## src/rtl/mbw_pkg.sv

```systemverilog
package mbw_pkg;
  typedef enum logic [2:0] {
    S_IDLE,
    S_WR_LO,
    S_WR_HI,
    S_WR_CMD,
    S_BSY_REQ,
    S_BSY_WAIT,
    S_ACK_REQ,
    S_ACK_WAIT
  } mbw_state_e;

  localparam logic [1:0] ERR_NONE  = 2'd0;
  localparam logic [1:0] ERR_BUSY  = 2'd1;
  localparam logic [1:0] ERR_TOTAL = 2'd2;

  localparam int ACCEPT_BIT = 31;
  localparam int FINISH_BIT = 0;
endpackage

```

## src/rtl/mbw_tick_timer.sv

```systemverilog
module mbw_tick_timer #(
  parameter int TW = 16
) (
  input  logic          clk,
  input  logic          rst,
  input  logic          clr,
  input  logic          run,
  input  logic          tick,
  input  logic [TW-1:0] limit,
  output logic          expired
);
  localparam logic [TW-1:0] CNT_MAX = '1;

  logic [TW-1:0] cnt;

  always_ff @(posedge clk) begin
    if (rst || clr) cnt <= '0;
    else if (run && tick && cnt != CNT_MAX) cnt <= cnt + 1'b1;
  end

  assign expired = (cnt >= limit);
endmodule

```

## src/rtl/mbw_budget.sv

```systemverilog
module mbw_budget #(
  parameter int TW = 16
) (
  input  logic          clk,
  input  logic          rst,
  input  logic          clr,
  input  logic          add,
  input  logic [TW-1:0] amt,
  input  logic [TW-1:0] total,
  output logic          exhausted
);
  localparam int AW = TW + 1;

  logic [AW-1:0] acc;
  logic [AW-1:0] sum;

  assign sum       = acc + {1'b0, amt};
  assign exhausted = (sum >= {1'b0, total});

  always_ff @(posedge clk) begin
    if (rst || clr) acc <= '0;
    else if (add) acc <= sum;
  end
endmodule

```

## src/rtl/mbw_seq.sv

```systemverilog
module mbw_seq
  import mbw_pkg::*;
#(
  parameter int                ADDR_W   = 8,
  parameter int                TW       = 16,
  parameter logic [ADDR_W-1:0] CMD_ADDR = 'h24,
  parameter logic [ADDR_W-1:0] LO_ADDR  = 'h28,
  parameter logic [ADDR_W-1:0] HI_ADDR  = 'h2C
) (
  input  logic              clk,
  input  logic              rst,
  input  logic              start,
  input  logic [31:0]       cmd,
  input  logic [63:0]       value,
  input  logic [TW-1:0]     busy_to,
  input  logic [TW-1:0]     poll_int,
  input  logic [TW-1:0]     total_to,
  output logic              req_valid,
  input  logic              req_ready,
  output logic              req_write,
  output logic [ADDR_W-1:0] req_addr,
  output logic [31:0]       req_wdata,
  input  logic              rsp_valid,
  input  logic [31:0]       rsp_rdata,
  output logic              tmr_clr,
  output logic              tmr_run,
  output logic [TW-1:0]     tmr_limit,
  input  logic              tmr_expired,
  output logic              bud_clr,
  output logic              bud_add,
  output logic [TW-1:0]     bud_amt,
  output logic [TW-1:0]     bud_total,
  input  logic              bud_exhausted,
  output logic              busy,
  output logic              done,
  output logic              ok,
  output logic [1:0]        err
);
  mbw_state_e    state, nxt;
  logic [31:0]   cmd_q;
  logic [63:0]   val_q;
  logic [TW-1:0] bto_q, pint_q, tot_q;
  logic          done_q, ok_q;
  logic [1:0]    err_q;
  logic          hs, nopoll, fin, fin_ok;
  logic [1:0]    fin_err;
  logic          unused_rdata;

  assign unused_rdata = ^rsp_rdata;
  assign hs     = req_valid && req_ready;
  assign nopoll = (tot_q == '0) || (pint_q == '0);

  always_comb begin
    req_valid = 1'b0;
    req_write = 1'b0;
    req_addr  = CMD_ADDR;
    req_wdata = '0;
    unique case (state)
      S_WR_LO:   begin req_valid = 1'b1; req_write = 1'b1; req_addr = LO_ADDR;  req_wdata = val_q[31:0];  end
      S_WR_HI:   begin req_valid = 1'b1; req_write = 1'b1; req_addr = HI_ADDR;  req_wdata = val_q[63:32]; end
      S_WR_CMD:  begin req_valid = 1'b1; req_write = 1'b1; req_addr = CMD_ADDR; req_wdata = cmd_q;        end
      S_BSY_REQ: begin req_valid = 1'b1; req_addr = CMD_ADDR; end
      S_ACK_REQ: begin req_valid = 1'b1; req_addr = LO_ADDR;  end
      default:   ;
    endcase
  end

  assign tmr_run   = (state == S_BSY_REQ) || (state == S_BSY_WAIT) ||
                     (state == S_ACK_REQ) || (state == S_ACK_WAIT);
  assign tmr_limit = ((state == S_BSY_REQ) || (state == S_BSY_WAIT)) ? bto_q : pint_q;
  assign bud_amt   = pint_q;
  assign bud_total = tot_q;

  always_comb begin
    nxt     = state;
    tmr_clr = 1'b0;
    bud_clr = 1'b0;
    bud_add = 1'b0;
    fin     = 1'b0;
    fin_ok  = 1'b0;
    fin_err = ERR_NONE;
    unique case (state)
      S_IDLE: if (start) begin nxt = S_WR_LO; bud_clr = 1'b1; end
      S_WR_LO: if (hs) nxt = S_WR_HI;
      S_WR_HI: if (hs) nxt = S_WR_CMD;
      S_WR_CMD: if (hs) begin
        if (nopoll) begin
          nxt = S_IDLE; fin = 1'b1; fin_ok = 1'b1;
        end else begin
          nxt = S_BSY_REQ; tmr_clr = 1'b1;
        end
      end
      S_BSY_REQ: if (hs) nxt = S_BSY_WAIT;
      S_BSY_WAIT: if (rsp_valid) begin
        if (rsp_rdata[ACCEPT_BIT]) begin
          nxt = S_ACK_REQ; tmr_clr = 1'b1;
        end else if (tmr_expired) begin
          nxt = S_IDLE; fin = 1'b1; fin_err = ERR_BUSY;
        end else begin
          nxt = S_BSY_REQ;
        end
      end
      S_ACK_REQ: if (hs) nxt = S_ACK_WAIT;
      S_ACK_WAIT: if (rsp_valid) begin
        if (rsp_rdata[FINISH_BIT]) begin
          nxt = S_IDLE; fin = 1'b1; fin_ok = 1'b1;
        end else if (tmr_expired) begin
          bud_add = 1'b1;
          if (bud_exhausted) begin
            nxt = S_IDLE; fin = 1'b1; fin_err = ERR_TOTAL;
          end else begin
            nxt = S_WR_LO;
          end
        end else begin
          nxt = S_ACK_REQ;
        end
      end
      default: nxt = S_IDLE;
    endcase
  end

  always_ff @(posedge clk) begin
    if (rst) begin
      state  <= S_IDLE;
      cmd_q  <= '0;
      val_q  <= '0;
      bto_q  <= '0;
      pint_q <= '0;
      tot_q  <= '0;
      done_q <= 1'b0;
      ok_q   <= 1'b0;
      err_q  <= ERR_NONE;
    end else begin
      state  <= nxt;
      done_q <= fin;
      if (state == S_IDLE && start) begin
        cmd_q  <= cmd;
        val_q  <= value;
        bto_q  <= busy_to;
        pint_q <= poll_int;
        tot_q  <= total_to;
        ok_q   <= 1'b0;
        err_q  <= ERR_NONE;
      end
      if (fin) begin
        ok_q  <= fin_ok;
        err_q <= fin_err;
      end
    end
  end

  assign busy = (state != S_IDLE);
  assign done = done_q;
  assign ok   = ok_q;
  assign err  = err_q;
endmodule

```

## src/rtl/mbox_poll_writer.sv

```systemverilog
module mbox_poll_writer #(
  parameter int                ADDR_W   = 8,
  parameter int                TW       = 16,
  parameter logic [ADDR_W-1:0] CMD_ADDR = 'h24,
  parameter logic [ADDR_W-1:0] LO_ADDR  = 'h28,
  parameter logic [ADDR_W-1:0] HI_ADDR  = 'h2C
) (
  input  logic              clk,
  input  logic              rst,
  input  logic              start,
  input  logic [31:0]       cmd,
  input  logic [63:0]       value,
  input  logic [TW-1:0]     busy_to,
  input  logic [TW-1:0]     poll_int,
  input  logic [TW-1:0]     total_to,
  input  logic              us_tick,
  output logic              busy,
  output logic              done,
  output logic              ok,
  output logic [1:0]        err,
  output logic              req_valid,
  input  logic              req_ready,
  output logic              req_write,
  output logic [ADDR_W-1:0] req_addr,
  output logic [31:0]       req_wdata,
  input  logic              rsp_valid,
  input  logic [31:0]       rsp_rdata
);
  logic          tmr_clr, tmr_run, tmr_expired;
  logic [TW-1:0] tmr_limit;
  logic          bud_clr, bud_add, bud_exhausted;
  logic [TW-1:0] bud_amt, bud_total;

  mbw_seq #(
    .ADDR_W(ADDR_W), .TW(TW),
    .CMD_ADDR(CMD_ADDR), .LO_ADDR(LO_ADDR), .HI_ADDR(HI_ADDR)
  ) u_seq (
    .clk(clk), .rst(rst), .start(start), .cmd(cmd), .value(value),
    .busy_to(busy_to), .poll_int(poll_int), .total_to(total_to),
    .req_valid(req_valid), .req_ready(req_ready), .req_write(req_write),
    .req_addr(req_addr), .req_wdata(req_wdata),
    .rsp_valid(rsp_valid), .rsp_rdata(rsp_rdata),
    .tmr_clr(tmr_clr), .tmr_run(tmr_run), .tmr_limit(tmr_limit),
    .tmr_expired(tmr_expired),
    .bud_clr(bud_clr), .bud_add(bud_add), .bud_amt(bud_amt),
    .bud_total(bud_total), .bud_exhausted(bud_exhausted),
    .busy(busy), .done(done), .ok(ok), .err(err)
  );

  mbw_tick_timer #(.TW(TW)) u_tmr (
    .clk(clk), .rst(rst), .clr(tmr_clr), .run(tmr_run), .tick(us_tick),
    .limit(tmr_limit), .expired(tmr_expired)
  );

  mbw_budget #(.TW(TW)) u_bud (
    .clk(clk), .rst(rst), .clr(bud_clr), .add(bud_add), .amt(bud_amt),
    .total(bud_total), .exhausted(bud_exhausted)
  );
endmodule

```

## config.mk

```make
export PLATFORM = sky130hd
export DESIGN_NAME = mbox_poll_writer
export DESIGN_NICKNAME = d
export VERILOG_FILES = /design/src/rtl/mbw_pkg.sv /design/src/rtl/mbw_tick_timer.sv /design/src/rtl/mbw_budget.sv /design/src/rtl/mbw_seq.sv /design/src/rtl/mbox_poll_writer.sv
export SDC_FILE = /design/constraint.sdc
export NUM_CORES = 1
export LEC_CHECK = 0
export ABC_AREA = 1
export BUFFER_PORTS_ARGS = -buffer_cell sky130_fd_sc_hd__buf_2
export CAP_MARGIN = 15
export CORE_ASPECT_RATIO = 2
export CORE_UTILIZATION = 55
export CTS_CLUSTER_SIZE = 8
export DETAILED_ROUTE_END_ITERATION = 6
export HOLD_SLACK_MARGIN = 0.03
export PLACE_DENSITY = 0.81
export RECOVER_POWER = 25
export SKIP_CTS_REPAIR_TIMING = 1
export SYNTH_ARGS = -nofsm -noshare
export SYNTH_HDL_FRONTEND = slang
export SYNTH_HIERARCHICAL = 1
export SYNTH_SLANG_ARGS = --single-unit
```

## constraint.sdc

```tcl
create_clock -name clk -period 4.7 [get_ports clk]
set_clock_uncertainty 0.15 [all_clocks]
set_input_delay 0.94 -clock clk [delete_from_list [all_inputs] [get_ports clk]]
set_output_delay 0.94 -clock clk [all_outputs]
set_load 0.01 [all_outputs]
```

# [Word level (Yosys, flattened, before mapping)]
# Cells that the tools add are included.
[word_totals] regBits=184 inputBits=182 output_inout_bits=47
[op_classes] addsub=2 n_lt_le_gt_ge=2 eq_ne=16 n_mux=55 n_reduce_logical=19
[op_table] cell="$pmux W32 S3" n=1
[op_table] cell="$mux W3" n=13
[op_table] cell="$logic_not A16 Y1" n=2
[op_table] cell="$mux W1" n=26
[op_table] cell="$pmux W3 S8" n=1
[op_table] cell="$add A17 B16 Y17" n=1
[op_table] cell="$ge A17 B16 Y1" n=1
[op_table] cell="$add A16 B1 Y16 const B" n=1
[op_table] cell="$ge A16 B16 Y1" n=1
[op_table] cell="$mux W16" n=1
[op_table] cell="$mux W2" n=8
[op_table] cell="$ne A16 B16 Y1 const B" n=1
[op_table] cell="$eq A3 B3 Y1 const B" n=4
[op_table] cell="$ne A2 B1 Y1 const B" n=5
[op_table] cell="$pmux W4 S2" n=1
[op_table] cell="$reduce_and A8 Y1" n=1
[op_table] cell="$eq A3 B2 Y1 const B" n=2
[op_table] cell="$logic_or A1 B1 Y1" n=6
[op_table] cell="$ne A2 B2 Y1 const B" n=3
[op_table] cell="$reduce_or A5 Y1" n=1
[op_table] cell="$logic_and A1 B1 Y1" n=4
[op_table] cell="$pmux W1 S2" n=2
[op_table] cell="$pmux W2 S2" n=1
[op_table] cell="$eq A3 B1 Y1 const B" n=1
[op_table] cell="6 further kinds" n=6

# [Logic depth before layout (Yosys ltp)]
[depth] depth_word=9 mapped_depth=27 depth_no_buf=26

# [By module]
# The synthesis kept the hierarchy.
[by_module_without_submodules] module="mbw_seq" instances=1 cells_each=859 area_per_inst_um2=6446.2 seq_area_each_um2=3022.9
[by_module_without_submodules] module="mbw_budget" instances=1 cells_each=309 area_per_inst_um2=1919.3 seq_area_each_um2=340.3
[by_module_without_submodules] module="mbw_tick_timer" instances=1 cells_each=222 area_per_inst_um2=1381.3 seq_area_each_um2=320.3

# [Least setup slack after synthesis]
# No wires, ideal clock.
[synth_timing] kind="register -> register" start="register u_seq.pint_q[0], in the netlist u_seq/bud_amt[0]" end="register u_seq.err_q[0], in the netlist u_seq/err[0]" arrival_ns=3.026 path_slack_ns=1.466 path_stages_with_launch=26 synth_period_minus_slack_ns=3.234 path_cell_list="dfxtp_1 -> ha_1 -> inv_1 -> fa_1 -> o21ai_2 -> nand2_1 -> nand2_2 -> a21oi_2 -> or2_1 -> nand2_1 -> ha_1 -> a21oi_1 -> nor2_1 -> a211oi_1 -> nand2_1 -> nand2_1 -> nand2_1 -> nand2_1 -> nand3_1 -> nand2_1 -> nand2_1 -> a21oi_2 -> nand2_1 -> nor2_1 -> nand2_1 -> nand2_1"
[synth_via] elab_chain_len=8 word_cells_on_any_way=25 classes_between="add/sub: 1; order compare: 2; mux: 19; reduce/logical: 3"
[synth_lines] element="from (decl)" line="mbw_seq.sv:42" rtl="logic [TW-1:0] bto_q, pint_q, tot_q;"
[synth_lines] element="from (signal assigned)" line="mbw_seq.sv:140" rtl="pint_q <= poll_int;"
[synth_lines] element="$add A17 B16 Y17 (*)" line="mbw_budget.sv:17" rtl="assign sum = acc + {1'b0, amt};"
[synth_lines] element="via u_bud.sum[10]" line="mbw_budget.sv:15" rtl="logic [AW-1:0] sum;"
[synth_lines] element="$ge A17 B16 Y1 (*)" line="mbw_budget.sv:18" rtl="assign exhausted = (sum >= {1'b0, total});"
[synth_lines] element="via bud_exhausted" line="mbox_poll_writer.sv:31" rtl="logic bud_clr, bud_add, bud_exhausted;"
[synth_lines] element="$mux W1 (*)" line="mbw_seq.sv:109" rtl="if (bud_exhausted) begin"
[synth_lines] element="$mux W1 (*)" line="mbw_seq.sv:107" rtl="end else if (tmr_expired) begin"
[synth_lines] element="$mux W1 (*)" line="mbw_seq.sv:105" rtl="if (rsp_rdata[FINISH_BIT]) begin"
[synth_lines] element="$mux W1 (*)" line="mbw_seq.sv:104" rtl="S_ACK_WAIT: if (rsp_valid) begin"
[synth_lines] element="$pmux W1 S3 (*)" line="mbw_seq.sv:82" rtl="unique case (state)"
[synth_lines] element="$mux W2 / $reduce_bool A2 Y1 (equally long branches)"
[synth_lines] element="to (signal assigned)" line="mbw_seq.sv:147" rtl="err_q <= fin_err;"
[synth_lines] element="to (decl)" line="mbw_seq.sv:44" rtl="logic [1:0] err_q;"
# Mark *: on every way through the listed nets, which the timed path passes. The rest lies on a longest branch.
# A chain may end at the register's enable or synchronous reset.

# [Worst setup path after layout]
[layout_timing] start="register u_seq.state[0]" end="register u_bud.acc[4]"
[layout_via] elab_chain_len=8 word_cells_on_any_way=13 classes_between="order compare: 1; eq/ne: 3; mux: 6; reduce/logical: 3"
[layout_lines] element="from (decl)" line="mbw_seq.sv:39" rtl="mbw_state_e state, nxt;"
[layout_lines] element="from (signal assigned)" line="mbw_seq.sv:134" rtl="state <= nxt;"
[layout_lines] element="$eq A3 B3 Y1" line="mbw_seq.sv:70" rtl="assign tmr_limit = ((state == S_BSY_REQ) || (state == S_BSY_WAIT)) ? bto_q : pint_q;"
[layout_lines] element="$logic_or A1 B1 Y1 (*)" line="mbw_seq.sv:70"
[layout_lines] element="$mux W16 (*)" line="mbw_seq.sv:70"
[layout_lines] element="via tmr_limit[13]" line="mbox_poll_writer.sv:30" rtl="logic [TW-1:0] tmr_limit;"
[layout_lines] element="$ge A16 B16 Y1 (*)" line="mbw_tick_timer.sv:21" rtl="assign expired = (cnt >= limit);"
[layout_lines] element="via tmr_expired" line="mbox_poll_writer.sv:29" rtl="logic tmr_clr, tmr_run, tmr_expired;"
[layout_lines] element="$mux W1 (*)" line="mbw_seq.sv:107"
[layout_lines] element="$mux W1 (*)" line="mbw_seq.sv:105"
[layout_lines] element="$mux W1 (*)" line="mbw_seq.sv:104"
[layout_lines] element="$mux W1 (*)" line="mbw_seq.sv:82"
[layout_lines] element="via bud_add" line="mbox_poll_writer.sv:31"
[layout_lines] element="to (signal assigned)" line="mbw_budget.sv:22" rtl="else if (add) acc <= sum;"
[layout_lines] element="to (decl)" line="mbw_budget.sv:14" rtl="logic [AW-1:0] acc;"
# Marked as above.

==> qor.csv <==
stage,metric,value,unit
finish,Reg area,3684,sq um
setup_path,Reg2Reg Setup Slack,0.46,ns
place,Port Buffers,192,
setup_path,Worst R2R Start,u_seq/state[0]$_SDFFE_PP0P_,
floorplanning,core area,17270,sq um
drt,vias per cell,5.389,
clocking,Max clock buf depth,2,
timing,Slew @ Worst Pin,1.704,ns
timing,Fin. Hold Viols,0,
job,max cap viols,1,
timing,slew margin rel.,-14.00,%
global_route,total gr overflow,0,
timing,FMAX,0.2359,GHz
synth,#FFs+latches synth,184,
clocking,"Clk pin slew, worst setup/hold paths",0.07,ns
clocking,number of buffers created by CTS,17,
setup_path,CP Data Required Time,4.87,ns
hold_path,Hold Path Origin,u_seq/val_q[20]$_SDFFE_PP0P_,
finish,synthesis-to-finish area growth,14.53,%
drt,vias,9523,
setup_path,Worst EP arrival,4.41,ns
pwr,maximum vdd drop,0.4770,mV
synth,mux cell area share after synthesis,0,%
floorplanning,# rows,68,
synth,Post-Synth Adder-Cell Area,6.496,%
drt,Routed WL,26480,microns
floorplanning,initial core utilization,56.43,%
run_status,status,finished with violations,
floorplanning,die height,190.3,microns
drt,DRC Markers,0,
drt,WL/cell,14.98,microns
finish,fill cell count,1562,
finish,NumNets Final,1772,
drt,first-pass iteration count of the detailed router,5,
floorplanning,Die ar.,18290,sq um
synth,Gate Count Post-Synth,1390,
global_route,initial antenna violation count,2,
timing,Tmin final,4.238,ns
clocking,TritonCTS Sinks,184,
synth,Synth cell types,42,
synth,Synth Warn #,6,
setup_path,Worst setup startpoint,u_seq/state[0]$_SDFFE_PP0P_,
finish,"most common cell after layout, fill and taps aside",nor2_1,
timing,Final Slew Violations,27,
clocking,CTS H-tree depth,4,
finish,combined area of the multi-input logic cells,4842,sq um
pwr,Leak Pwr,5.266,nW
run_status,failing checks,"max-capacitance violations, max-slew violations",
setup_path,Crit. End Element,flip-flop,
global_route,gr usage total,29.66,%
timing,Tcrit/Tclk final,90.18,%
timing,RSZ-0062 raised after global routing,false,
pwr,P per Cell Area,484.8,nW/um^2
place,detailed placement HPWL,18950,microns
drt,Post-DRT Antenna Nets,0,
setup_path,Critical Path Fanout Max,19,
synth,Post-Syn Area,9747,sq um
synth,XOR/XNOR Fraction of Synth Area,0.6290,%
finish,"commonest non-fill, non-tap cells in the layout","252 x nor2_1, 202 x nand2_1, 188 x buf_2",
timing,Sum Neg Setup Slack,0,ns
floorplanning,Top Ports,229,
synth,"Seq/Total Area, Yosys",37.79,%
setup_path,Crit Path Class,flip-flop to flip-flop,
setup_path,CP startpoint kind,flip-flop,
clocking,worst-skew pair later-pin latency,0.44,ns
finish,layout cell share with drive strength beyond 1,16.48,%
global_route,number of global-route vias before repair,9055,
clocking,Root Buffer,clkbuf_16,
floorplanning,width of the die,96.13,microns
hold_path,Hold Path Class,flip-flop to flip-flop,
synth,largest family of logic cells by synthesized area,simple AND/OR/NAND/NOR gates,
timing,Final setup viols,0,
synth,Syn Area/Cell,7.012,sq um
place,gpl congestion,0.9280,
synth,compound-gate portion of the synthesized area,20.05,%
synth,simple-gate share of the synthesized area,22.48,%
global_route,first-pass GRT wire length,41390,microns
finish,Final Core Density,64.63,%
clocking,TritonCTS clock tree,built,
global_route,largest net degree at the start of global routing,226,
drt,Iter 0 DRT Violations,456,
final timing paths:
kind                                  endpoint  depth (start not counted)
setup / recovery     u_bud/acc[4]$_SDFFE_PP0P_                         18
hold reg to reg   u_seq/val_q[20]$_SDFFE_PP0P_                          2
hold / removal    u_seq/val_q[20]$_SDFFE_PP0P_                          2
setup reg to reg     u_bud/acc[4]$_SDFFE_PP0P_                         18
routing by layer:
metal  global-route usage, %  vias up  routed length (microns)
met5                       0        -                        0
met4                   22.85        0                     1707
met3                   6.619      100                     1545
met2                   52.32      320                    13730
met1                   28.80     4309                     9490
li1                        -     4794                        -
state kept, by name (all words and copies together) (netlist names):
signal,cells
u_seq/bud_total,16
u_seq/cmd_q,32
u_bud/acc,17
u_tmr/cnt,16
u_seq/val_q,64
u_seq/done,1
u_seq/state,3
u_seq/bto_q,16
u_seq/ok,1
u_seq/bud_amt,16
u_seq/err,2
area by class of cell:
| class | count | share of cell area [%] |
|---|---|---|
| antenna | 4 | 0.08967 |
| multi-input combinational | 945 | 43.38 |
| tap | 210 | 2.354 |
| timing repair buffer | 200 | 9.213 |
| inverter | 192 | 6.546 |
| clock inverter | 12 | 1.423 |
| clock buffer | 20 | 4.001 |
| sequential | 184 | 33.00 |
cell families after synthesis:
| family | after synthesis |
|---|---|
| simple gates | 526 |
| compound gates | 356 |
| buf+inv | 265 |
| flops | 184 |
| fa+ha+maj | 50 |
| xor+xnor | 7 |
| other cells | 2 |
where the power goes:
group	leakage (nW)	switching [mW]	internal, mW	total (mW)
combinational	3.46	1.23	0.595	1.82
clock	0.292	0.662	0.818	1.48
sequential	1.51	0.195	1.91	2.11
cell usage after synthesis:
| cell type | count | area share [%] |
|---|---|---|
| nor2_4 | 4 | 0.46 |
| a21boi_1 | 2 | 0.15 |
| nand3_4 | 1 | 0.18 |
| o21ai_0 | 176 | 9.0 |
| conb_1 | 2 | 0.077 |
| nand2_2 | 3 | 0.19 |
| nand3_1 | 38 | 2.0 |
| fa_1 | 1 | 0.21 |
| a31oi_1 | 1 | 0.064 |
| buf_2 | 9 | 0.46 |
| inv_8 | 1 | 0.12 |
| inv_1 | 184 | 7.1 |
| nand3_2 | 2 | 0.21 |
| nand2_4 | 4 | 0.46 |
| nor3_1 | 6 | 0.31 |
| inv_2 | 6 | 0.23 |
| a21o_1 | 1 | 0.077 |
| a21oi_1 | 119 | 6.1 |
| buf_8 | 1 | 0.15 |
| nand4_1 | 8 | 0.51 |
| a21oi_2 | 4 | 0.36 |
| clkbuf_1 | 32 | 1.2 |
| nor4_1 | 1 | 0.064 |
| buf_4 | 12 | 0.92 |
| o21ai_2 | 4 | 0.36 |
| nand3b_1 | 2 | 0.15 |
| xor2_1 | 6 | 0.54 |
| clkbuf_8 | 1 | 0.14 |
| buf_6 | 18 | 2.1 |
| o31ai_1 | 1 | 0.077 |
| o21a_1 | 2 | 0.15 |
| xnor2_1 | 1 | 0.090 |
| clkinv_2 | 1 | 0.051 |
| nor2_8 | 2 | 0.41 |
| nor2_1 | 252 | 9.7 |
| or2_1 | 2 | 0.13 |
| o21ai_1 | 12 | 0.62 |
| ha_1 | 49 | 6.3 |
| nand2_1 | 201 | 7.7 |
| dfxtp_1 | 184 | 38 |
| o221ai_1 | 33 | 3.0 |
| a211oi_1 | 1 | 0.077 |
worst max-delay path, stage by stage, from the launching register on:
cell and delay (ns):
dfxtp_1 0.56, nand2_1 0.17, inv_1 0.14, nand2_1 0.09
nand2_1 0.49, buf_4 0.30, nand2_1 0.06, o21ai_0 0.07
inv_1 0.06, ha_1 0.30, nand4_1 0.14, a21oi_1 0.18
nor2_1 0.07, nand2_1 0.19, nand2_1 0.09, nor3_2 0.39
inv_1 0.32, o21ai_0 0.27, inv_1 0.07
metrics by stage:
stage	power, mW	setup WS, ns	hold WS, ns	instances	instance area (sq um)
floorplan	3.522	1.466	0.2779	1394	9762
global placement	3.894	0.6932	0.2874	1731	10580
detailed placement	3.949	0.6146	0.2948	1731	10580
CTS	5.436	0.5571	0.3057	1763	11190
global route	5.770	0.2065	0.3184	1765	11160
finish	5.412	0.4615	0.3053	1767	11160
(Power assumes the default switching activity.)
